`config.mk`:
```
export PLATFORM = sky130hd
export DESIGN_NAME = fwrw_top
export DESIGN_NICKNAME = d
export VERILOG_FILES = /design/src/rtl/fwrw_pkg.sv /design/src/rtl/fwrw_stat_bit.sv /design/src/rtl/fwrw_regs.sv /design/src/rtl/fwrw_xlate.sv /design/src/rtl/fwrw_top.sv
export SDC_FILE = /design/constraint.sdc
export NUM_CORES = 1
export LEC_CHECK = 0
export ABC_AREA = 1
export BUFFER_PORTS_ARGS = -buffer_cell sky130_fd_sc_hd__clkbuf_2
export CAP_MARGIN = 30
export CELL_PAD_IN_SITES_DETAIL_PLACEMENT = 0
export CELL_PAD_IN_SITES_GLOBAL_PLACEMENT = 2
export CORE_MARGIN = 5
export CORE_UTILIZATION = 29
export CTS_BUF_LIST = sky130_fd_sc_hd__clkbuf_8
export DETAILED_ROUTE_END_ITERATION = 16
export PLACE_DENSITY = 0.88
export SLEW_MARGIN = 20
export SYNTH_ARGS = -nofsm -noshare
export SYNTH_HDL_FRONTEND = slang
export SYNTH_SLANG_ARGS = --single-unit
```
`constraint.sdc`:
```
create_clock -name clk -period 1.6 [get_ports clk]
set_input_delay 0.16 -clock clk [delete_from_list [all_inputs] [get_ports clk]]
set_output_delay 0.16 -clock clk [all_outputs]
set_load 0.05 [all_outputs]
```
`src/rtl/fwrw_pkg.sv`:
```
package fwrw_pkg;

  localparam int OFF_EN   = 'h80;
  localparam int OFF_MODE = 'h84;
  localparam int OFF_BASE = 'h88;
  localparam int OFF_MASK = 'h8C;

  localparam int EN_BIT_A  = 8;
  localparam int EN_BIT_B  = 10;
  localparam int MODE_BIT  = 17;
  localparam int PAGE_BITS = 16;

  // window match on the upper half, only bits selected by the replace mask
  function automatic logic win_hit(input logic [15:0] req_hi,
                                   input logic [15:0] host_base,
                                   input logic [15:0] repl);
    return ((req_hi ^ host_base) & repl) == 16'h0000;
  endfunction

  // translated local address: kept request bits merged with local base bits
  function automatic logic [31:0] win_xlate(input logic [31:0] req,
                                            input logic [15:0] loc_base,
                                            input logic [15:0] repl,
                                            input logic [15:0] keep);
    logic [15:0] hi;
    hi = (req[31:16] & keep) | (loc_base & repl);
    return {hi, req[15:0]};
  endfunction

endpackage

```
`src/rtl/fwrw_stat_bit.sv`:
```
module fwrw_stat_bit (
  input  logic clk,
  input  logic rst_n,
  input  logic set_i,
  input  logic clr_i,
  output logic q_o
);
  // set has priority over write-one-to-clear
  always_ff @(posedge clk) begin
    if (!rst_n)     q_o <= 1'b0;
    else if (set_i) q_o <= 1'b1;
    else if (clr_i) q_o <= 1'b0;
  end
endmodule

```
`src/rtl/fwrw_regs.sv`:
```
module fwrw_regs
  import fwrw_pkg::*;
#(
  parameter int RA_W    = 8,
  parameter int NUM_EVT = 4
) (
  input  logic               clk,
  input  logic               rst_n,
  input  logic               wr_en,
  input  logic [RA_W-1:0]    wr_addr,
  input  logic [31:0]        wr_data,
  input  logic [RA_W-1:0]    rd_addr,
  output logic [31:0]        rd_data,
  input  logic [NUM_EVT-1:0] evt_in,
  output logic [31:0]        en_q,
  output logic [31:0]        base_q,
  output logic [31:0]        mask_q,
  output logic               mode_q,
  output logic [NUM_EVT-1:0] status_q
);
  localparam logic [RA_W-1:0] A_EN   = RA_W'(OFF_EN);
  localparam logic [RA_W-1:0] A_MODE = RA_W'(OFF_MODE);
  localparam logic [RA_W-1:0] A_BASE = RA_W'(OFF_BASE);
  localparam logic [RA_W-1:0] A_MASK = RA_W'(OFF_MASK);

  logic wr_en_sel, wr_mode_sel, wr_base_sel, wr_mask_sel;
  logic [NUM_EVT-1:0] clr_vec;

  assign wr_en_sel   = wr_en && (wr_addr == A_EN);
  assign wr_mode_sel = wr_en && (wr_addr == A_MODE);
  assign wr_base_sel = wr_en && (wr_addr == A_BASE);
  assign wr_mask_sel = wr_en && (wr_addr == A_MASK);
  assign clr_vec     = wr_mode_sel ? wr_data[NUM_EVT-1:0] : '0;

  always_ff @(posedge clk) begin
    if (!rst_n) begin
      en_q   <= '0;
      base_q <= '0;
      mask_q <= '0;
      mode_q <= 1'b0;
    end else begin
      if (wr_en_sel)   en_q   <= wr_data;
      if (wr_base_sel) base_q <= wr_data;
      if (wr_mask_sel) mask_q <= wr_data;
      if (wr_mode_sel) mode_q <= wr_data[MODE_BIT];
    end
  end

  for (genvar i = 0; i < NUM_EVT; i++) begin : g_stat
    fwrw_stat_bit u_bit (
      .clk   (clk),
      .rst_n (rst_n),
      .set_i (evt_in[i]),
      .clr_i (clr_vec[i]),
      .q_o   (status_q[i])
    );
  end

  logic [31:0] mode_word;
  always_comb begin
    mode_word = '0;
    mode_word[MODE_BIT] = mode_q;
    mode_word[NUM_EVT-1:0] = status_q;
  end

  always_comb begin
    unique case (rd_addr)
      A_EN:    rd_data = en_q;
      A_MODE:  rd_data = mode_word;
      A_BASE:  rd_data = base_q;
      A_MASK:  rd_data = mask_q;
      default: rd_data = '0;
    endcase
  end
endmodule

```
`src/rtl/fwrw_xlate.sv`:
```
module fwrw_xlate
  import fwrw_pkg::*;
(
  input  logic        clk,
  input  logic        rst_n,
  input  logic        req_valid,
  input  logic [31:0] req_addr,
  input  logic        fw_on,
  input  logic [31:0] base_q,
  input  logic [31:0] mask_q,
  output logic        fwd_valid,
  output logic [31:0] fwd_addr,
  output logic        miss
);
  logic [15:0] repl_m, keep_m, host_b, loc_b;
  logic        hit_w, take_w, drop_w;
  logic [31:0] xl_w;

  assign repl_m = mask_q[31:16];
  assign keep_m = mask_q[15:0];
  assign loc_b  = base_q[31:16];
  assign host_b = base_q[15:0];

  assign hit_w  = win_hit(req_addr[31:16], host_b, repl_m);
  assign take_w = req_valid && fw_on && hit_w;
  assign drop_w = req_valid && !take_w;
  assign xl_w   = win_xlate(req_addr, loc_b, repl_m, keep_m);

  always_ff @(posedge clk) begin
    if (!rst_n) begin
      fwd_valid <= 1'b0;
      fwd_addr  <= '0;
      miss      <= 1'b0;
    end else begin
      fwd_valid <= take_w;
      fwd_addr  <= take_w ? xl_w : '0;
      miss      <= drop_w;
    end
  end
endmodule

```
`src/rtl/fwrw_top.sv`:
```
module fwrw_top
  import fwrw_pkg::*;
#(
  parameter int RA_W    = 8,
  parameter int NUM_EVT = 4
) (
  input  logic               clk,
  input  logic               rst_n,
  input  logic               wr_en,
  input  logic [RA_W-1:0]    wr_addr,
  input  logic [31:0]        wr_data,
  input  logic [RA_W-1:0]    rd_addr,
  output logic [31:0]        rd_data,
  input  logic [NUM_EVT-1:0] evt_in,
  input  logic               req_valid,
  input  logic [31:0]        req_addr,
  output logic               fwd_valid,
  output logic [31:0]        fwd_addr,
  output logic               miss,
  output logic               alt_mode
);
  initial begin
    if (NUM_EVT < 1 || NUM_EVT > 16)
      $error("NUM_EVT must be 1..16 to stay clear of the mode bit");
    if (RA_W < 8) $error("RA_W must reach offset 0x8C");
  end

  logic [31:0]        en_q, base_q, mask_q;
  logic               mode_q;
  logic [NUM_EVT-1:0] status_q;
  logic               fw_on;

  fwrw_regs #(.RA_W(RA_W), .NUM_EVT(NUM_EVT)) u_regs (
    .clk      (clk),
    .rst_n    (rst_n),
    .wr_en    (wr_en),
    .wr_addr  (wr_addr),
    .wr_data  (wr_data),
    .rd_addr  (rd_addr),
    .rd_data  (rd_data),
    .evt_in   (evt_in),
    .en_q     (en_q),
    .base_q   (base_q),
    .mask_q   (mask_q),
    .mode_q   (mode_q),
    .status_q (status_q)
  );

  assign fw_on    = en_q[EN_BIT_A] & en_q[EN_BIT_B];
  assign alt_mode = mode_q;

  fwrw_xlate u_xlate (
    .clk       (clk),
    .rst_n     (rst_n),
    .req_valid (req_valid),
    .req_addr  (req_addr),
    .fw_on     (fw_on),
    .base_q    (base_q),
    .mask_q    (mask_q),
    .fwd_valid (fwd_valid),
    .fwd_addr  (fwd_addr),
    .miss      (miss)
  );
endmodule

```
Word-level counts from Yosys, hierarchy flattened
Index checks and enable logic that the tools add are counted.
Word-level totals
  register bits: 135
  input bits: 88
  logic and storage cells: 49
Cells by class
  eq/ne operators: 8
  mux-type cells: 10
  bitwise operators: 6
  reduce and logical (&&, ||, !) cells: 14
Operators with widths (count)
  $pmux 32 s4: 1
  $eq 8x8->1 const B: 8
  $and 16x16->16: 3
  $logic_not 16->1: 1
  $or 16x16->16: 1
  $xor 16x16->16: 1
  $mux 1: 8
  $reduce_bool 2->1: 4
  $logic_and 1x1->1: 7
  $mux 4: 1
  $reduce_and 2->1: 1
  $and 1x1->1: 1
  $logic_not 1->1: 1

Longest topological paths before layout
  depth after elaboration: 6
  mapped depth: 10
  mapped depth without buffers: 9

Cells and area by module
From an unflattened synthesis, not the netlist that was laid out.
Unflattened totals
  cells, all modules: 1183
  area, all modules: 7549.7 um^2
By module, submodules not included
  fwrw_regs: instances 1, cells each 949, area an instance 5795.6 um^2, seq. area each 1941.9 um^2
  fwrw_xlate: instances 1, cells each 208, area an instance 1571.5 um^2, seq. area each 680.7 um^2
  fwrw_stat_bit: instances 4, cells each 6, area an instance 43.8 um^2, seq. area each 20.0 um^2
  fwrw_top: instances 1, cells each 2, area an instance 7.5 um^2, seq. area each 0.0 um^2

Worst setup path before layout
OpenSTA, ideal clock, no wires.
  path type: input -> output
  start point: input rd_addr[1]
  end point: output rd_data[11]
  arrival time: 1.666 ns
  data required time: 1.440 ns
  path slack: -0.226 ns
  stages: 5
  cell sequence: or2_1 > nor3_1 > nand2_1 > clkbuf_1 > o221ai_1
Between the ends
  word-level cells in the longest chain between the ends: 2
  elaborated cells between the ends (all ways): 5
  classes of those cells: 4 x eq/ne; 1 x mux
RTL lines
  from (decl): RTL line fwrw_top.sv:12  | input logic [RA_W-1:0] rd_addr,
  $eq 8x8->1: RTL line fwrw_regs.sv:67  | unique case (rd_addr)
  $pmux 32 s4 *: RTL line fwrw_regs.sv:67
  to (decl): RTL line fwrw_top.sv:13  | output logic [31:0] rd_data,
Every way passes the cells marked *; elsewhere a longest branch is shown, timed or not.

Final worst setup path
  start point: input rd_addr[1]
  end point: output rd_data[22]
Same word-level chain as after synthesis.

==> flow_results.xml <==
<?xml version="1.0" encoding="UTF-8"?>
<metrics>
  <group name="run_status">
    <metric name="outcome" unit="">finished, violations left</metric>
    <metric name="violations_in_the_final_reports" unit="">setup timing</metric>
  </group>
  <group name="cts">
    <metric name="tritoncts" unit="">done</metric>
    <metric name="clk-insertion-delay-late" unit="ps">440</metric>
    <metric name="cts.reportedPaths.clkPinSlew" unit="ps">80</metric>
    <metric name="cts_made_buffers" unit="">17</metric>
    <metric name="clock_path_buffers" unit="">2</metric>
    <metric name="clock_sinks" unit="">135</metric>
    <metric name="clock_tree.root_cell" unit="">clkbuf_8</metric>
    <metric name="ctsHtreeMaxLevel" unit="">4</metric>
  </group>
  <group name="setup_path">
    <metric name="critical_path.slowest_cell" unit="">or2_4</metric>
    <metric name="critical_path.n_buffers_inverters" unit="">4</metric>
    <metric name="element_type_at_the_critical_path_end" unit="">output port</metric>
    <metric name="critical_path_required" unit="ps">1440</metric>
    <metric name="cp_max_fo" unit="">8</metric>
    <metric name="critical_path_class" unit="">input port to output port</metric>
    <metric name="data_arrival_critical_path" unit="ps">1550</metric>
    <metric name="critical_path.top_delay_family" unit="">simple AND/OR/NAND/NOR gates</metric>
    <metric name="critical_path_depth" unit="">9</metric>
    <metric name="worst-r2r-cell-count" unit="">10</metric>
    <metric name="cp_cell_sequence" unit="">clkbuf_2 &gt; or2_4 &gt; or2_4 &gt; nor3_4 &gt; buf_4 &gt; clkbuf_16 &gt; nand2_1 &gt; o221ai_1 &gt; buf_12</metric>
    <metric name="critical_path.startpoint_type" unit="">input port</metric>
    <metric name="critical_path.max_stage_delay" unit="ps">250</metric>
    <metric name="critical-path-top-cell-by-count" unit="">or2_4</metric>
  </group>
  <group name="power_and_ir_drop">
    <metric name="p_per_area" unit="mW/mm2">740</metric>
    <metric name="worst_ir_drop_vdd" unit="V">0.000425</metric>
    <metric name="total_leakage_power" unit="nW">4.26</metric>
  </group>
  <group name="placement">
    <metric name="final_estimated_routing_congestion_in_global_placement" unit="">0.795</metric>
    <metric name="port-buffer-count" unit="">154</metric>
    <metric name="placed_cell_area" unit="mm2">0.00770</metric>
    <metric name="detailedPlacementHpwl" unit="mm">13.1</metric>
    <metric name="post-place-ws" unit="ps">-178</metric>
  </group>
  <group name="timing">
    <metric name="fin_skew" unit="ps">9.57</metric>
    <metric name="worst_slew_margin_rel" unit="%">78.5</metric>
    <metric name="timing.fmax" unit="MHz">586</metric>
    <metric name="final_slew_violations" unit="">0</metric>
    <metric name="postLayoutSetupSlackWorst" unit="ps">-107</metric>
    <metric name="tns" unit="ps">-1980</metric>
    <metric name="rsz0062_at_grt" unit="">true</metric>
    <metric name="worst_pin_slew" unit="ps">323</metric>
    <metric name="timing.final.setup_violations" unit="">32</metric>
    <metric name="holdWs" unit="ps">52.0</metric>
    <metric name="finalCriticalPeriod" unit="ps">1710</metric>
    <metric name="final-hold-violation-count" unit="">0</metric>
    <metric name="period_share" unit="%">107</metric>
  </group>
  <group name="cells_and_area">
    <metric name="final.fill_count" unit="">2096</metric>
    <metric name="layout.cell_area.non_filler" unit="mm2">0.00891</metric>
    <metric name="final_cell_mix" unit="">nand2_1 (230), nor2_1 (181), inv_1 (147)</metric>
    <metric name="drive_above_1_share" unit="%">22.9</metric>
    <metric name="final_common_cell" unit="">nand2_1</metric>
    <metric name="final_nets" unit="">1204</metric>
    <metric name="insertedDiodeCount" unit="">0</metric>
    <metric name="post_route_core_utilization" unit="%">44.2</metric>
    <metric name="flow.area_growth_from_synthesis" unit="%">50.3</metric>
  </group>
  <group name="logic_synthesis">
    <metric name="asyncSetResetFlopFracSynth" unit="%">0</metric>
    <metric name="ys_dominant_reg_cell" unit="">dfxtp_1</metric>
    <metric name="synth_top_cell_area_share" unit="%">45.6</metric>
    <metric name="post_synth_main_area_contributors" unit="">dfxtp_1 (46%), nand2_1 (15%), nor2_1 (12%), inv_1 (9.2%), a21oi_1 (3.3%)</metric>
    <metric name="synthCells" unit="">901</metric>
    <metric name="synthesis.area" unit="mm2">0.00593</metric>
    <metric name="synth_warnings" unit="">0</metric>
    <metric name="postSynthNetCount" unit="">989</metric>
    <metric name="synthDistinctLibCells" unit="">22</metric>
    <metric name="yosys.area.top_type" unit="">dfxtp_1</metric>
    <metric name="synth_seq_cells" unit="">135</metric>
    <metric name="seq_area_frac_synth" unit="%">45.6</metric>
    <metric name="syn_area_per_cell" unit="um2">6.58</metric>
    <metric name="synth-edff-count" unit="">0</metric>
  </group>
  <group name="floorplan">
    <metric name="ioPinCount" unit="">155</metric>
    <metric name="initial_core_util" unit="%">29.4</metric>
    <metric name="num_rows" unit="">52</metric>
    <metric name="coreArea" unit="mm2">0.0202</metric>
    <metric name="die_width" unit="um">153</metric>
    <metric name="dieHeight" unit="um">153</metric>
    <metric name="floorplan.die_area" unit="mm2">0.0234</metric>
  </group>
  <group name="global_routing">
    <metric name="number_of_antenna_violations_at_the_first_check_in_global_routing" unit="">0</metric>
    <metric name="grt_start_max_net_pins" unit="">65</metric>
    <metric name="gr-total-overflow" unit="">0</metric>
    <metric name="grt_pass1_wl" unit="mm">30.5</metric>
    <metric name="groute.usage.overall" unit="%">16.1</metric>
    <metric name="vias_in_the_first_global_route" unit="">5900</metric>
  </group>
  <group name="routing">
    <metric name="initialDrtViolationCount" unit="">292</metric>
    <metric name="routed_wirelength" unit="mm">19.1</metric>
    <metric name="vias_per_cell" unit="">4.27</metric>
    <metric name="num_vias" unit="">5974</metric>
    <metric name="routed_wire_length_per_instance" unit="um">13.6</metric>
    <metric name="route.antenna.remaining_nets" unit="">0</metric>
    <metric name="detail_route.drc_violations" unit="">0</metric>
    <metric name="drt_pass1_iterations" unit="">5</metric>
  </group>
  <group name="min_path">
    <metric name="timing.hold.worst_path_depth" unit="">5</metric>
    <metric name="timing.hold.worst.class" unit="">input port to flop</metric>
  </group>
  <group name="job">
    <metric name="max_cap_viol_count" unit="">0</metric>
  </group>
</metrics>
[layout make-up]
cell class | instances | area [um2] | area share (%)
clock inverter | 14 | 135 | 1.52
clock buffer | 18 | 248 | 2.78
sequential | 135 | 2700 | 30.3
tap | 270 | 338 | 3.79
multi-input combinational | 578 | 2740 | 30.7
inverter | 147 | 552 | 6.19
timing repair buffer | 237 | 2200 | 24.7
[power breakdown]
group	internal, W	switching, W	total, W
clock	0.00141	0.00138	0.00279
combinational	0.000218	0.000209	0.000427
sequential	0.00337	0.00000696	0.00338
total	0.00500	0.00160	0.00659
[path summary, 6_finish.rpt]
path                     startpoint                    to  slack (ps)
setup / recovery         rd_addr[1]           rd_data[22]        -110
hold / removal         req_addr[21]  u_xlate.fwd_addr[21]          50
setup reg to reg   u_regs.base_q[0]   u_xlate.fwd_addr[1]         170
hold reg to reg   u_regs.mask_q[10]     u_regs.mask_q[10]         470
[worst register-to-register path, delay by kind of cell, from the launching register on]
family,cells,cell delay [ps]
and+or+nand+nor,8,780
DFF,1,340
buffers and inverters,2,260
[kinds of logic after synthesis]
logic type / share of synthesized area, %
buf+inv: 12.4
flops: 45.6
compound gates: 10.4
simple gates: 31.6
[layer usage]
layer | global-route usage [%] | up-vias | share of wire, %
met5 | 0 | - | 0
met4 | 4.88 | 0 | 1.3
met3 | 4.13 | 16 | 4.5
met2 | 25.9 | 140 | 47
met1 | 21.5 | 2650 | 47
li1 | - | 3168 | -
[state kept, by name, indices dropped and copies added (netlist names)]
name,cells
u_regs.base_q,32
u_regs.en_q,32
u_regs.g_stat.u_bit.q_o,4
u_regs.mask_q,32
u_regs.mode_q,1
u_xlate.fwd_addr,32
u_xlate.fwd_valid,1
u_xlate.miss,1
[what timing repair did]
action | in CTS | in global routing
setup endpoints to repair | 32 | 65
resized for setup | 0 | 44
hold buffers | 53 | 0
endpoints found under the hold margin | 88 | 0
buffers inserted | 0 | 2
gates cloned | 0 | 2
pin swaps | 1 | 1
[cells in the mapped netlist, types with 5 or more instances]
cell	n
nand4_1	5
dfxtp_1	135
nand3_1	31
o22ai_1	11
nand2_1	237
o221ai_1	20
clkbuf_1	26
a21oi_1	39
o21ai_0	36
inv_1	146
nor2_1	185
buf_2	11
[per-stage QoR]
step / total power, W / cells
2_1_floorplan: 0.00358 / 901
3_3_place_gp: 0.00377 / 1310
3_5_place_dp: 0.00378 / 1310
4_1_cts: 0.00670 / 1395
5_1_grt: 0.00688 / 1399
6_report: 0.00659 / 1399
Note: power is estimated with default switching activity, not from simulation.
